### config.mk
export PLATFORM = sky130hd
export DESIGN_NAME = irq_xbar_ctrl
export DESIGN_NICKNAME = d
export VERILOG_FILES = /design/src/rtl/irq_xbar_pkg.sv /design/src/rtl/irq_pin_detect.sv /design/src/rtl/irq_xbar_route.sv /design/src/rtl/irq_xbar_regs.sv /design/src/rtl/irq_xbar_ctrl.sv
export SDC_FILE = /design/constraint.sdc
export NUM_CORES = 1
export LEC_CHECK = 0
export ABC_AREA = 0
export ABC_CLOCK_PERIOD_IN_PS = 3300
export BUFFER_PORTS_ARGS = -buffer_cell sky130_fd_sc_hd__buf_2
export CAP_MARGIN = 30
export CORE_ASPECT_RATIO = 0.8
export CORE_UTILIZATION = 58
export CTS_BUF_LIST = sky130_fd_sc_hd__clkbuf_2
export DETAILED_ROUTE_END_ITERATION = 7
export HOLD_SLACK_MARGIN = 0.03
export PLACE_DENSITY = 0.89
export SETUP_SLACK_MARGIN = 0.1
export SLEW_MARGIN = 5
export SYNTH_ARGS = -nofsm -noshare
export SYNTH_HDL_FRONTEND = slang
export SYNTH_SLANG_ARGS = --single-unit
### constraint.sdc
create_clock -name clk -period 3.3 [get_ports clk]
set_input_delay 0.825 -clock clk [delete_from_list [all_inputs] [get_ports clk]]
set_output_delay 0.825 -clock clk [all_outputs]
set_load 0.02 [all_outputs]
### src/rtl/irq_xbar_pkg.sv
`timescale 1ns/1ps
package irq_xbar_pkg;
    localparam int NPINS = 4;
    localparam int SELW  = $clog2(NPINS);
    localparam int NSRC  = 3;
    localparam int DW    = 16;
    localparam int AW    = 2;

    localparam logic [AW-1:0] ADDR_CFG   = 2'd0;
    localparam logic [AW-1:0] ADDR_ROUTE = 2'd1;
    localparam logic [AW-1:0] ADDR_STAT  = 2'd2;

    typedef enum logic [1:0] {
        PM_IDLE  = 2'b00,
        PM_DRIVE = 2'b01,
        PM_FALL  = 2'b10,
        PM_LOW   = 2'b11
    } pin_mode_e;

    typedef struct packed {
        logic [SELW-1:0]              dest;
        pin_mode_e [NPINS-1:0]        mode;
    } cfg_t;

    localparam int CFGW = $bits(cfg_t);

    typedef logic [NPINS-1:0][NPINS-1:0] route_t;

    function automatic logic is_receiver(pin_mode_e m);
        return m[1];
    endfunction
endpackage

### src/rtl/irq_pin_detect.sv
`timescale 1ns/1ps
module irq_pin_detect
    import irq_xbar_pkg::*;
(
    input  logic      clk,
    input  logic      rst,
    input  logic      pin_in,
    input  pin_mode_e mode,
    output logic      event_o
);
    logic s1_q, s2_q, prev_q;

    always_ff @(posedge clk) begin
        if (rst) begin
            s1_q   <= 1'b1;
            s2_q   <= 1'b1;
            prev_q <= 1'b1;
        end else begin
            s1_q   <= pin_in;
            s2_q   <= s1_q;
            prev_q <= s2_q;
        end
    end

    always_comb begin
        unique case (mode)
            PM_FALL: event_o = prev_q & ~s2_q;
            PM_LOW:  event_o = ~s2_q;
            default: event_o = 1'b0;
        endcase
    end
endmodule

### src/rtl/irq_xbar_route.sv
`timescale 1ns/1ps
module irq_xbar_route
    import irq_xbar_pkg::*;
(
    input  cfg_t              cfg,
    input  route_t            route,
    input  logic [NPINS-1:0]  status,
    input  logic [NSRC-1:0]   irq_src,
    output logic [NPINS-1:0]  routed,
    output logic [NPINS-1:0]  drive
);
    logic [NPINS-1:0] mirror_out;

    always_comb begin
        for (int o = 0; o < NPINS; o++) begin
            mirror_out[o] = (cfg.mode[o] == PM_DRIVE) && (SELW'(o) != cfg.dest);
        end
        for (int i = 0; i < NPINS; i++) begin
            routed[i] = 1'b0;
            for (int o = 0; o < NPINS; o++) begin
                routed[i] = routed[i] | (mirror_out[o] & route[o][i]);
            end
            routed[i] = routed[i] & is_receiver(cfg.mode[i]);
        end
        for (int o = 0; o < NPINS; o++) begin
            if (cfg.mode[o] != PM_DRIVE)
                drive[o] = 1'b0;
            else if (SELW'(o) == cfg.dest)
                drive[o] = |irq_src;
            else
                drive[o] = |(route[o] & status);
        end
    end
endmodule

### src/rtl/irq_xbar_regs.sv
`timescale 1ns/1ps
module irq_xbar_regs
    import irq_xbar_pkg::*;
(
    input  logic              clk,
    input  logic              rst,
    input  logic              wr_en,
    input  logic [AW-1:0]     wr_addr,
    input  logic [DW-1:0]     wr_data,
    input  logic [AW-1:0]     rd_addr,
    output logic [DW-1:0]     rd_data,
    input  logic [NPINS-1:0]  events,
    input  logic [NPINS-1:0]  routed,
    output cfg_t              cfg,
    output route_t            route,
    output logic [NPINS-1:0]  status
);
    logic [NPINS-1:0] clr;
    logic [NPINS-1:0] post;

    assign clr  = (wr_en && wr_addr == ADDR_STAT) ? wr_data[NPINS-1:0] : '0;
    assign post = events & routed;

    always_ff @(posedge clk) begin
        if (rst) begin
            cfg    <= '0;
            route  <= '0;
            status <= '0;
        end else begin
            if (wr_en && wr_addr == ADDR_CFG)
                cfg <= cfg_t'(wr_data[CFGW-1:0]);
            if (wr_en && wr_addr == ADDR_ROUTE)
                route <= route_t'(wr_data[NPINS*NPINS-1:0]);
            status <= (status & ~clr) | post;
        end
    end

    always_comb begin
        rd_data = '0;
        unique case (rd_addr)
            ADDR_CFG:   rd_data[CFGW-1:0]        = cfg;
            ADDR_ROUTE: rd_data[NPINS*NPINS-1:0] = route;
            ADDR_STAT:  rd_data[NPINS-1:0]       = status;
            default:    rd_data = '0;
        endcase
    end

    for (genvar i = 0; i < NPINS; i++) begin : g_chk
        AST_STICKY_STATUS: assert property (@(posedge clk) disable iff (rst)
            (status[i] && !clr[i]) |=> status[i]);
        AST_UNROUTED_SILENT: assert property (@(posedge clk) disable iff (rst)
            (!status[i] && !routed[i]) |=> !status[i]);
        AST_EVENT_WINS: assert property (@(posedge clk) disable iff (rst)
            (events[i] && routed[i] && clr[i]) |=> status[i]);
    end
endmodule

### src/rtl/irq_xbar_ctrl.sv
`timescale 1ns/1ps
module irq_xbar_ctrl
    import irq_xbar_pkg::*;
(
    input  logic              clk,
    input  logic              rst,
    input  logic              wr_en,
    input  logic [AW-1:0]     wr_addr,
    input  logic [DW-1:0]     wr_data,
    input  logic [AW-1:0]     rd_addr,
    output logic [DW-1:0]     rd_data,
    input  logic [NSRC-1:0]   irq_src,
    input  logic [NPINS-1:0]  pin_in,
    output logic [NPINS-1:0]  pin_out,
    output logic [NPINS-1:0]  pin_oe
);
    cfg_t             cfg;
    route_t           route;
    logic [NPINS-1:0] status;
    logic [NPINS-1:0] events;
    logic [NPINS-1:0] routed;
    logic [NPINS-1:0] drive;

    for (genvar i = 0; i < NPINS; i++) begin : g_pin
        irq_pin_detect i_det (
            .clk     (clk),
            .rst     (rst),
            .pin_in  (pin_in[i]),
            .mode    (cfg.mode[i]),
            .event_o (events[i])
        );

        AST_IDLE_TRISTATE: assert property (@(posedge clk) disable iff (rst)
            (cfg.mode[i] != PM_DRIVE) |-> !pin_oe[i]);
    end

    irq_xbar_regs i_regs (
        .clk     (clk),
        .rst     (rst),
        .wr_en   (wr_en),
        .wr_addr (wr_addr),
        .wr_data (wr_data),
        .rd_addr (rd_addr),
        .rd_data (rd_data),
        .events  (events),
        .routed  (routed),
        .cfg     (cfg),
        .route   (route),
        .status  (status)
    );

    irq_xbar_route i_route (
        .cfg     (cfg),
        .route   (route),
        .status  (status),
        .irq_src (irq_src),
        .routed  (routed),
        .drive   (drive)
    );

    assign pin_oe  = drive;
    assign pin_out = '0;

    AST_DEST_FOLLOWS_SRC: assert property (@(posedge clk) disable iff (rst)
        (cfg.mode[cfg.dest] == PM_DRIVE) |-> (pin_oe[cfg.dest] == |irq_src));
endmodule

After elaboration in Yosys (flattened, before gate mapping)
Index checks and enable logic that the tools add are counted.
{"block": "classes", "n_eq_ne": 26, "mux": 16, "n_bitwise": 48, "reduce_logical": 16}
{"operator": "bitwise AND 1 bit", "count": 24}
{"operator": "bitwise AND 4 bit", "count": 6}
{"operator": "== test 2 bit, second input constant", "count": 10}
{"operator": "OR reduction 4 bit", "count": 4}
{"operator": "== test 2 x 1 -> 1 bit, second input constant", "count": 6}
{"operator": "OR 1 bit", "count": 12}
{"operator": "one-hot mux 4 bit (3 select lines)", "count": 1}
{"operator": "one-hot mux 6 bit (2 select lines)", "count": 1}
{"operator": "2-to-1 mux 1 bit", "count": 8}
{"operator": "inequality test 2 x 1 -> 1 bit, second input constant", "count": 4}
{"operator": "one-hot mux 1 bit (2 select lines)", "count": 4}
{"operator": "logical AND 1 bit", "count": 7}
{"operator": "logical NOT 2 bit", "count": 3}
{"operator": "2-to-1 mux 6 bit", "count": 1}
{"operator": "== test 2 bit, first input constant", "count": 2}
{"operator": "2-to-1 mux 4 bit", "count": 1}
{"operator": "inequality test 2 bit, first input constant", "count": 2}
{"operator": "inverter 1 bit", "count": 4}
{"operator": "inverter 4 bit", "count": 1}
{"operator": "OR 4 bit", "count": 1}
{"operator": "OR reduction 3 bit", "count": 1}
{"operator": "== test 1 x 2 -> 1 bit, first input constant", "count": 1}
{"operator": "inequality test 1 x 2 -> 1 bit, first input constant", "count": 1}
{"operator": "nonzero test 2 bit", "count": 1}
{"block": "totals", "ff_bits": 42, "input_bits": 30, "wordCells": 128}

Depth between registers and ports, before layout
Gate-level depths: netlist of run 1.
{"block": "logic_depth", "word_depth": 9, "mapped_depth": 6}

By module
Synthesis of run 1 repeated with hierarchy kept, for this count alone.
{"block": "unflattened", "cells_unflattened": 240, "area_unflattened_um2": 2264.7}
{"mod": "irq_xbar_regs", "n_inst": 1, "cells_per_inst": 153, "area_each_um2": 1512.7, "seq_area_each_um2": 600.6}
{"mod": "irq_pin_detect", "n_inst": 4, "cells_per_inst": 8, "area_each_um2": 95.1, "seq_area_each_um2": 60.1}
{"mod": "irq_xbar_route", "n_inst": 1, "cells_per_inst": 50, "area_each_um2": 337.8, "seq_area_each_um2": 0.0}
{"mod": "irq_xbar_ctrl", "n_inst": 1, "cells_per_inst": 5, "area_each_um2": 33.8, "seq_area_each_um2": 0.0}

Worst setup path after synthesis of run 1
OpenSTA, ideal clock, no wires.
{"block": "synth_path", "path_type": "input to output", "start": "input port rd_addr[1]", "end": "output port rd_data[0]", "arrival_ns": 1.597, "required_time_ns": 2.475, "slack_ns": 0.878, "path_stages": 3, "path_buffers": 1, "path_cell_list": "buf_2 mux2i_1 o21ai_0"}
{"block": "synth_via", "elab_chain_cells": 2, "elab_cells_between_ends": 4, "classes_between": "eq/ne (2); mux (1); reduce/logical (1)"}
{"element": "start, declared", "line_no": "irq_xbar_ctrl.sv:10", "rtl": "input logic [AW-1:0] rd_addr,"}
{"element": "== test 2 bit, or another cell as far along", "line_no": "irq_xbar_regs.sv:40", "rtl": "unique case (rd_addr)"}
{"element": "one-hot mux 4 bit (3 select lines) (*)", "line_no": "irq_xbar_regs.sv:40"}
{"element": "end, declared", "line_no": "irq_xbar_ctrl.sv:11", "rtl": "output logic [DW-1:0] rd_data,"}
Mark *: on every way between the ends. The rest lies on a longest branch, timed or not.

Final worst setup path of run 1
{"block": "layout_path", "start": "input port rd_addr[0]", "end": "output port rd_data[1]"}
The elaborated chain is that of the path after synthesis.

==> results of run 1 <==
[report_power, final]
part           internal (mW)  total, mW  switching, mW
Clock                  0.122      0.281          0.159
Combinational         0.0392     0.0956         0.0564
Sequential             0.524      0.538         0.0132
Total                  0.685      0.914          0.229
[placed cells by master (no fill, tap or decap), drive strengths merged, types with 2 or more instances in the layout]
master	count
a31o	4
a22oi	8
o21ai	8
nand2b	4
mux2i	20
or2	14
and2b	4
buf	50
or2b	2
nand3	16
nand4	4
conb	4
and2	6
a21oi	20
clkbuf	5
nand2	38
nor2	29
and3	4
dfxtp	42
[worst min-delay path by stage]
| stage | start | end | slack (ps) | cells after the start |
|---|---|---|---|---|
| 6_report | g_pin[1].i_det.s1_q | g_pin[1].i_det.s2_q | 430 | 1 |
| 5_1_grt | g_pin[3].i_det.s1_q | g_pin[3].i_det.s2_q | 460 | 1 |
| 4_1_cts | g_pin[2].i_det.s1_q | g_pin[2].i_det.s2_q | 430 | 1 |
| 3_5_place_dp | g_pin[2].i_det.s1_q | g_pin[2].i_det.s2_q | 390 | 1 |
| 3_3_place_gp | g_pin[0].i_det.s1_q | g_pin[0].i_det.s2_q | 390 | 1 |
| 2_1_floorplan | g_pin[0].i_det.s1_q | g_pin[0].i_det.s2_q | 390 | 1 |
[worst register-to-register path, delay by kind of cell, from the launching register on]
family	cells	cell delay [ps]
compound gates	1	220
simple gates	3	480
flops	1	440
[state kept, by name, indices dropped and copies added, names as in the netlist]
name / cells
i_regs.status: 4
g_pin.i_det.prev_q: 4
g_pin.i_det.s2_q: 4
i_regs.route: 16
g_pin.i_det.s1_q: 4
i_regs.cfg: 10
[layout make-up]
cell class,instances,area [µm²]
multi-input combinational,189,1080
tap,40,50.0
sequential,42,841
clock buffer,5,25.0
clock inverter,2,33.8
timing repair buffer,50,253
fill,267,897
[cell families (layout without fill, tap and decap cells)]
family / count (synthesis) / in the layout
AND/OR/NAND/NOR: 125 / 125
multiplexers: 20 / 20
AO/OA/AOI/OAI: 40 / 40
flip-flops: 42 / 42
buffers and inverters: 16 / 57
other: 1 / 4
[synth_stat cells]
cell type | count | area share (%)
and3_1 | 3 | 0.94
nor2_1 | 28 | 5.3
o21ai_0 | 8 | 2.0
and2b_1 | 1 | 0.38
nand2b_1 | 4 | 1.3
or3_1 | 1 | 0.31
conb_1 | 1 | 0.19
and3b_1 | 1 | 0.44
a21oi_1 | 20 | 5.0
and2_1 | 6 | 1.9
and3_2 | 1 | 0.38
nand2_1 | 38 | 7.1
buf_4 | 5 | 1.9
mux2i_1 | 20 | 10
and2b_2 | 3 | 1.3
a22oi_1 | 8 | 3.0
nand4_1 | 4 | 1.3
nand3_1 | 16 | 4.0
clkbuf_1 | 4 | 0.75
nor3b_1 | 1 | 0.38
nor2_4 | 1 | 0.56
buf_6 | 2 | 1.1
a31o_1 | 4 | 1.8
buf_2 | 5 | 1.3
nor2b_1 | 1 | 0.31
dfxtp_1 | 42 | 42
or2_1 | 2 | 0.63
or2b_2 | 2 | 0.88
or2_2 | 12 | 3.8
[metal layers]
| metal | share of wire [%] | vias to the layer above | track usage (%) | wire, µm |
|---|---|---|---|---|
| met4 | 1.2 | 0 | 12.1 | 56 |
| met3 | 9.0 | 7 | 6.04 | 405 |
| met2 | 43 | 77 | 42.6 | 1950 |
| li1 | - | 910 | - | - |
| met5 | 0 | - | 0 | 0 |
| met1 | 47 | 847 | 36.5 | 2100 |
==> summary.txt, run 1 <==
Routing
  • Initial DRC count: 111
  • Avg WL per Cell: 13.7 µm
  • Drc violations: 0
  • Vias/cell: 5.61
  • Total iterations of the first detailed-routing run: 4
  • Routed WL: 4510 µm
  • Routed Antenna Nets: 0
  • Vias: around 1800

Placement
  • Place WS: 494 ps
  • IO Port Bufs: 49
  • Post-Place Cells: approximately 320
  • Placer Congestion: 0.925
  • Area after DPL: 2220 µm²
  • Dpl hpwl: roughly 3200 µm

Clock tree
  • TritonCTS buffer count: 5
  • CTS tree: yes
  • CTS H-tree lvls: 2
  • Root buf cell: clkbuf_2
  • Post CTS Setup Buffer Count: 0
  • CTS clock-pin slew for the worst setup and hold paths: 200 ps
  • Clk Latency, worst-skew pair: about 400 ps
  • Max Root-Sink Buffers: 2
  • Post-cts sizing count: 0
  • Cts hold-fix bufs: 0
  • Clk sinks: 42

GRT
  • Gr ovfl total: 0
  • Largest net degree at the start of global routing: 43
  • Vias in the first global route: ~1600
  • Total Routing Usage GR: 27.4%
  • Initial antenna violation count: 0
  • First-pass GRT wire length: 7180 µm

Worst setup path
  • RR Startpoint: i_regs.cfg[5]
  • Crit path max fanout: 11
  • Crit path buffers/inverters: 2
  • WS Path Type: in -> out
  • Critical Path AT: between 1500 and 2000 ps
  • R2R Path End: i_regs.status[1]
  • Critical Path End Type: primary output
  • CP max stage delay: 520 ps
  • Slowest cell on the critical path: nor2b_1
  • CP Capture Point: rd_data[1]
  • Family with the most delay on the worst path: simple AND/OR/NAND/NOR gates
  • Crit path depth: 5
  • Cells on worst reg2reg path: 4
  • CP dominant cell by count: buf_2
  • Setup slack, reg-to-reg: 2090 ps
  • Startpoint class of the critical path: input pin
  • Worst Setup SP: rd_addr[0]
  • Crit path required time: approximately 2500 ps
  • Cell breakdown of the critical path: buf_2 > nor2b_1 > nand2_1 > o21ai_0 > buf_2

STA
  • Worst Clk Skew: 13.4 ps
  • Hold Slack: 431 ps
  • Final Worst Setup Slack: 481 ps
  • Period minus WS final: 2820 ps
  • Final hold vios: 0
  • Fmax: 0.355 GHz
  • RSZ-0062 raised after global routing: no
  • Worst rel slew slack: 56.0%
  • Count of final max-slew check failures: 0
  • Final period util: a little under nine tenths
  • Endpoints failing setup: 0
  • TNS Setup: 0 ps
  • Worst Max-Slew Pin Slew: 660 ps

Logic synthesis
  • Mux share of post-synthesis cell area: 10.0%
  • Mean post-synth cell area: 8.20 µm²
  • Mapped Area: 2000 µm²
  • Simple-Gate Fraction of Synth Area: between 30% and 40%
  • Post-Synth XOR/XNOR Area: 0%
  • Synth Register Bits: 42
  • Post-Synth Adder-Cell Area: 0%
  • Cells after Synth: 244
  • Post-synthesis sequential area ratio: between 40% and 50%
  • Ys Warns: 0
  • Compound-gate portion of the synthesized area: 11.8%
  • Yosys cell types: 29
  • Largest family of logic cells by synthesized area: simple AND/OR/NAND/NOR gates

Min path
  • Hold Path Class: reg -> reg

Cells and area
  • Finished Cell Area: between 2000 and 2500 µm²
  • Core Util, Final: 71.7%
  • Final non-filler cell total: 328
  • Area delta synth->final: 13.9%
  • Layout cell share with drive strength beyond 1: 26.4%
  • Number of diodes: 0
  • Final net count: roughly 320

Outcome
  • Status: finished clean

Floorplanning
  • Core Region: 3180 µm²
  • Num rows: 18
  • I/O pin cnt: 54
  • Initial Util: roughly 63%
  • Die height: 54.5 µm
  • Die Area: 3690 µm²
  • Die Width: slightly below 70 µm

Power and ir drop
  • Power, Total: 0.914 mW
  • Peak VDD IR: 0.289 mV
  • Power per standard cell area: between 400 and 500 nW/µm²
  • Leakage: 0.968 nW

Job
  • Max-cap check violation count: 0
Note: power is estimated with default switching activity, not from simulation.
==> run 2, diff against run 1 <==
--- a/config.mk
+++ b/config.mk
@@ -9,12 +9,11 @@
 export ABC_CLOCK_PERIOD_IN_PS = 3300
 export BUFFER_PORTS_ARGS = -buffer_cell sky130_fd_sc_hd__buf_2
 export CAP_MARGIN = 30
-export CORE_ASPECT_RATIO = 0.8
 export CORE_UTILIZATION = 58
 export CTS_BUF_LIST = sky130_fd_sc_hd__clkbuf_2
 export DETAILED_ROUTE_END_ITERATION = 7
 export HOLD_SLACK_MARGIN = 0.03
-export PLACE_DENSITY = 0.89
+export PLACE_DENSITY = 0.87
 export SETUP_SLACK_MARGIN = 0.1
 export SLEW_MARGIN = 5
 export SYNTH_ARGS = -nofsm -noshare
==> summary.txt, run 2 (same netlist as run 1, synthesis figures left out) <==
Power and ir drop
  • Power, Total: 0.862 mW (-5.7%)
  • Power share of the clock group: 26.6% (-4.1 points)
  • Reg power frac: 62.3% (+3.5 points)
  • Power per standard cell area: 380 nW/µm² (-5.2%)
  • Leakage: 0.962 nW (-0.56%)
  • Peak VDD IR: 0.375 mV (+30%)
  • Combinational fraction of design power: 11.1% (+0.6 points)
  • Net load switching power: 0.242 mW (+6.0%)
  • Internal Power: 0.620 mW (-9.6%)
  • Switch share: 28.1% (+3.1 points)

Floorplanning
  • Initial Util: 63.5% (+0.45 points)
  • Die Width: 60.7 µm (-10%)
  • Core Region: 3150 µm² (-0.71%)
  • I/O pin cnt: 54 (unchanged)
  • Num rows: 20 (+2)
  • Die Area: 3690 µm² (about the same)
  • Die height: 60.7 µm (+11%)

Cells and area
  • Most frequent cells in the layout: buf_2 (49), dfxtp_1 (42), nand2_1 (38), nor2_1 (28)
  • Number of diodes: 0 (unchanged)
  • Layout cell share with drive strength beyond 1: 26.6% (+0.25 points)
  • Area delta synth->final: 13.3%
  • Biggest regs: i_regs.route: 16 flops, i_regs.cfg: 10 flops
  • Most common cell after layout, fill and taps aside: buf_2
  • Top reg by flops: i_regs.route
  • Final net count: 318 (unchanged)
  • Max FFs per register: 16 (unchanged)

STA
  • TNS Setup: 0 ps (unchanged)
  • Worst Max-Slew Pin Slew: 648 ps (-11.5 ps)
  • Count of final max-slew check failures: 0 (unchanged)
  • Final hold vios: 0 (unchanged)
  • Worst Clk Skew: 13.1 ps (-0.296 ps)
  • Fmax: 0.359 GHz (+1.2%)
  • Final period util: 84.4% (-0.98 points)
  • Worst rel slew slack: 56.8% (+0.77 points)
  • Period minus WS final: 2790 ps (-32.4 ps)
  • RSZ-0062 raised after global routing: no
  • Endpoints failing setup: 0 (unchanged)

GRT
  • Busiest grt layer: met2
  • M1 GR Usage: 33.7% (-2.8 points)
  • GR Layer Usage met2: 46.0% (+3.4 points)
  • Vias in the first global route: 1651 (+4.3%)
  • Total Routing Usage GR: 27.6% (+0.24 points)
  • Met3 usage: 6.82% (+0.78 points)
  • First-pass GRT wire length: 7300 µm (+1.7%)
  • Initial antenna violation count: 0 (unchanged)
  • Largest net degree at the start of global routing: 43 (unchanged)
  • Gr ovfl total: 0 (unchanged)

Placement
  • Placer Congestion: 0.985 (+6.5%)
  • Dpl hpwl: 3310 µm (+2.5%)
  • IO Port Bufs: 49 (unchanged)

Clock tree
  • CTS tree: yes
  • Max Root-Sink Buffers: 2 (unchanged)
  • CTS clock-pin slew for the worst setup and hold paths: 200 ps (about the same)
  • Clk Latency, worst-skew pair: 430 ps (+30 ps)
  • Clk sinks: 42 (unchanged)
  • Cts hold-fix bufs: 0 (unchanged)
  • Post CTS Setup Buffer Count: 0 (unchanged)
  • Post-cts sizing count: 0 (unchanged)
  • Root buf cell: clkbuf_2
  • CTS H-tree lvls: 2 (unchanged)
  • TritonCTS buffer count: 5 (unchanged)

Worst setup path
  • CP max stage delay: 530 ps (about the same)
  • RR Startpoint: i_regs.cfg[8]
  • Cells on worst reg2reg path: 4 (unchanged)
  • Crit path buffers/inverters: 2 (unchanged)
  • WS Path Type: in -> out
  • R2R Path End: i_regs.status[2]
  • Startpoint class of the critical path: input pin
  • Crit path max fanout: 11 (unchanged)
  • Setup slack, reg-to-reg: 2060 ps (-30 ps)
  • CP dominant cell by count: buf_2
  • Crit path required time: 2470 ps (about the same)
  • Crit path depth: 5 (unchanged)
  • Slowest cell on the critical path: nor2b_1
  • Critical Path End Type: primary output
  • Cell breakdown of the critical path: buf_2 > nor2b_1 > nand2_1 > o21ai_0 > buf_2
  • Critical Path AT: 1960 ps (-30 ps)
  • Family with the most delay on the worst path: simple AND/OR/NAND/NOR gates

Routing
  • Total iterations of the first detailed-routing run: 4 (unchanged)
  • Initial DRC count: 98 (-12%)
  • Routed Antenna Nets: 0 (unchanged)
  • Avg WL per Cell: 13.5 µm (-1.9%)
  • Routed WL: 4490 µm (-0.38%)
  • Vias: 1829 (-0.65%)
  • Drc violations: 0 (unchanged)
  • Vias/cell: 5.49 (-2.1%)

Outcome
  • Status: finished clean

Min path
  • Worst hold endpoint: g_pin[3].i_det.s2_q
  • Hold Path Class: reg -> reg
  • Min-delay src: g_pin[3].i_det.s1_q
  • Hold depth: 1 (unchanged)

Job
  • Max-cap check violation count: 0 (unchanged)
run 2: cell types whose count changed in the layout (fill, tap and decap cells not counted), sizes merged:
cell,previous run,this run
bufinv,1,0
clkbuf,5,6
inv,0,1
run 2: layer usage:
metal | share of wire (%) | vias to the layer above
met5 | 0 | -
met4 | 2.2 | 0
met3 | 6.6 | 11
met2 | 47 | 68
met1 | 44 | 840
li1 | - | 910
run 2: worst max path at each step:
stage | start | endpoint | slack, ps
detailed placement | rd_addr[0] | rd_data[2] | 510
finish | rd_addr[0] | rd_data[2] | 510
global route | rd_addr[0] | rd_data[0] | 320
global placement | rd_addr[0] | rd_data[10] | 580
CTS | rd_addr[0] | rd_data[2] | 510
floorplan | rd_addr[1] | rd_data[0] | 880
run 2: power groups by stage:
stage	sequential [mW]	combinational, mW	clock [mW]
3_5_place_dp	0.547	0.0955	0
5_1_grt	0.540	0.106	0.256
4_1_cts	0.537	0.0959	0.233
6_report	0.537	0.0958	0.229
3_3_place_gp	0.547	0.0930	0
2_1_floorplan	0.543	0.0693	0
run 2: final cells by class:
cell class              instances  area (µm²)
fillers                       297         886
clock buffers                   6        30.0
well taps                      44        55.1
flip-flops and latches         42         841
clock inverters                 2        12.5
repair buffers                 50         253
multi-input cells             189        1080
run 2: metrics by stage:
stage | instances | instance area [µm²] | util [%] | hold slack [ps] | setup slack, ps
floorplan | 247 | 2010 | - | 389 | 878
global placement | 325 | 2220 | 70.6 | 392 | 576
detailed placement | 325 | 2220 | 70.6 | 393 | 507
CTS | 333 | 2270 | 71.9 | 436 | 506
global route | 333 | 2270 | 71.9 | 451 | 317
finish | 333 | 2270 | 71.9 | 434 | 514
==> run 3, diff against run 2 <==
--- a/config.mk
+++ b/config.mk
@@ -6,14 +6,14 @@
 export NUM_CORES = 1
 export LEC_CHECK = 0
 export ABC_AREA = 0
-export ABC_CLOCK_PERIOD_IN_PS = 3300
+export ABC_CLOCK_PERIOD_IN_PS = 2300
 export BUFFER_PORTS_ARGS = -buffer_cell sky130_fd_sc_hd__buf_2
 export CAP_MARGIN = 30
-export CORE_UTILIZATION = 58
+export CORE_UTILIZATION = 49
 export CTS_BUF_LIST = sky130_fd_sc_hd__clkbuf_2
 export DETAILED_ROUTE_END_ITERATION = 7
 export HOLD_SLACK_MARGIN = 0.03
-export PLACE_DENSITY = 0.87
+export PLACE_DENSITY = 0.78
 export SETUP_SLACK_MARGIN = 0.1
 export SLEW_MARGIN = 5
 export SYNTH_ARGS = -nofsm -noshare
==> constraint.sdc (replaced) <==
create_clock -name clk -period 2.3 [get_ports clk]
set_input_delay 0.575 -clock clk [delete_from_list [all_inputs] [get_ports clk]]
set_output_delay 0.575 -clock clk [all_outputs]
set_load 0.02 [all_outputs]
==> summary.txt, run 3 (same netlist as run 1, synthesis figures left out) <==
Clock tree
  • CTS H-tree lvls: 2 (unchanged)
  • CTS tree: yes
  • CTS clock-pin slew for the worst setup and hold paths: 210 ps (about the same)
  • Clk sinks: 42 (unchanged)
  • Root buf cell: clkbuf_2
  • Max Root-Sink Buffers: 2 (unchanged)
  • Post CTS Setup Buffer Count: 0 (unchanged)
  • Cts hold-fix bufs: 0 (unchanged)
  • TritonCTS buffer count: 5 (unchanged)
  • Clk Latency, worst-skew pair: 410 ps (-20 ps)

Floorplanning
  • Die height: 65.9 µm (+8.5%)
  • Initial Util: 52.7% (-11 points)
  • Core Region: 3800 µm² (+20%)
  • I/O pin cnt: 54 (unchanged)
  • Die Width: 65.9 µm (+8.5%)
  • Die Area: 4340 µm² (+18%)
  • Num rows: 22 (+10%)

Routing
  • Routed Antenna Nets: 0 (unchanged)
  • Drc violations: 0 (unchanged)
  • Total iterations of the first detailed-routing run: 4 (unchanged)
  • Vias: 1846 (+0.93%)
  • Vias/cell: 5.43 (-1.1%)
  • Initial DRC count: 105 (+7.1%)
  • Routed WL: 4540 µm (+1.0%)
  • Avg WL per Cell: 13.3 µm (-1.1%)

Cells and area
  • Biggest regs: i_regs.route: 16 flops, i_regs.cfg: 10 flops
  • Multi-input combinational cell area: 1080 µm² (+0.47%)
  • Top reg by flops: i_regs.route
  • Area delta synth->final: 14.8%
  • Final net count: 321 (+0.94%)
  • Final non-filler cell total: 340 (+2.1%)
  • Number of diodes: 0 (unchanged)
  • Fill cell count: 362 (+22%)
  • Layout cell share with drive strength beyond 1: 28.4% (+1.8 points)
  • Max FFs per register: 16 (unchanged)
  • Core Util, Final: 60.5% (-11 points)
  • Sequential Area: 842 µm² (+0.15%)
  • Most frequent cells in the layout: buf_2 (49), dfxtp_1 (41), nand2_1 (38), nor2_1 (28)
  • Most common cell after layout, fill and taps aside: buf_2

Worst setup path
  • Startpoint class of the critical path: register
  • Critical Path End Type: primary output
  • Crit path required time: 1730 ps (-740 ps)
  • Critical Path AT: 1520 ps (-440 ps)
  • Crit path max fanout: 6 (-5)
  • WS Path Type: reg -> out

STA
  • Period minus WS final: about 2100 ps
  • RSZ-0062 raised after global routing: no
  • TNS Setup: 0 ps (unchanged)
  • Worst Clk Skew: 14.1 ps (+1.06 ps)
  • Count of final max-slew check failures: 0 (unchanged)
  • Worst Max-Slew Pin Slew: 666 ps (+17.7 ps)
  • Hold Slack: 338 ps (-96.6 ps)
  • Final period util: 91.2%
  • Endpoints failing setup: 0 (unchanged)
  • Worst rel slew slack: 55.6% (-1.2 points)
  • Final hold vios: 0 (unchanged)
  • Fmax: approximately 0.48 GHz

Placement
  • Dpl hpwl: 3280 µm (-0.88%)
  • IO Port Bufs: 49 (unchanged)
  • Post-Place Cells: 332 (+2.2%)
  • Placer Congestion: 1.01 (+2.8%)

Outcome
  • Status: finished clean

GRT
  • First-pass GRT wire length: 7650 µm (+4.7%)
  • Vias in the first global route: 1625 (-1.6%)
  • Total Routing Usage GR: 23.5% (-4.1 points)
  • Gr ovfl total: 0 (unchanged)
  • Initial antenna violation count: 0 (unchanged)
  • Largest net degree at the start of global routing: 43 (unchanged)

Job
  • Max-cap check violation count: 0 (unchanged)

Power and ir drop
  • Power per standard cell area: 531 nW/µm² (+40%)
  • Power, Total: 1.22 mW (+41%)
  • Peak VDD IR: 0.317 mV (-15%)
  • Leakage: 0.977 nW (+1.5%)

Min path
  • Hold Path Class: in -> reg
run 3: cell count changes in the layout (fill, tap and decap cells not counted), sizes merged:
cell    previous run  this run
clkinv             1         2
buf               50        53
inv                1         0
run 3: final timing paths:
| path | startpoint | endpoint | slack [ps] | cells after the start |
|---|---|---|---|---|
| max reg2reg | i_regs.cfg[5] | i_regs.status[2] | 1080 | 4 |
| min | pin_in[0] | g_pin[0].i_det.s1_q | 340 | 2 |
| min reg2reg | g_pin[1].i_det.s1_q | g_pin[1].i_det.s2_q | 420 | 1 |
| max | i_regs.status[0] | pin_oe[0] | 200 | 4 |
run 3: power by group:
group,switching (mW),internal [mW]
Clock,0.231,0.0748
Combinational,0.0828,0.0607
Sequential,0.0184,0.752
Total,0.332,0.888
run 3: worst max-delay path, stage by stage, from the launching register on:
cell and delay [ps]:
dfxtp_1 510, a22oi_1 130, and3_2 210, nor2_1 100, buf_2 170
run 3: what timing repair did:
item,4_1_cts,5_1_grt
endpoints found under the setup margin,0,2
resized for setup,0,3
hold endpoints to repair,0,0
run 3: metrics by stage:
step	cell area, µm²	worst slack, ps
2_1_floorplan	2010	378
3_3_place_gp	2250	229
3_5_place_dp	2250	223
6_report	2300	202
5_1_grt	2300	115
4_1_cts	2290	128
run 3: layout make-up:
| cell class | count | area share (%) |
|---|---|---|
| sequential | 42 | 36.7 |
| timing repair buffer | 53 | 12.0 |
| multi-input combinational | 189 | 47.1 |
| tap | 48 | 2.61 |
| clock buffer | 6 | 1.31 |
| clock inverter | 2 | 0.381 |
run 3: per-layer routing:
metal | GRT usage, % | up-vias | routed length (µm)
met1 | 30.2 | 851 | 1960
met2 | 37.5 | 75 | 2100
li1 | - | 913 | -
met5 | 0 | - | 0
met4 | 8.15 | 0 | 68
met3 | 6.21 | 7 | 406
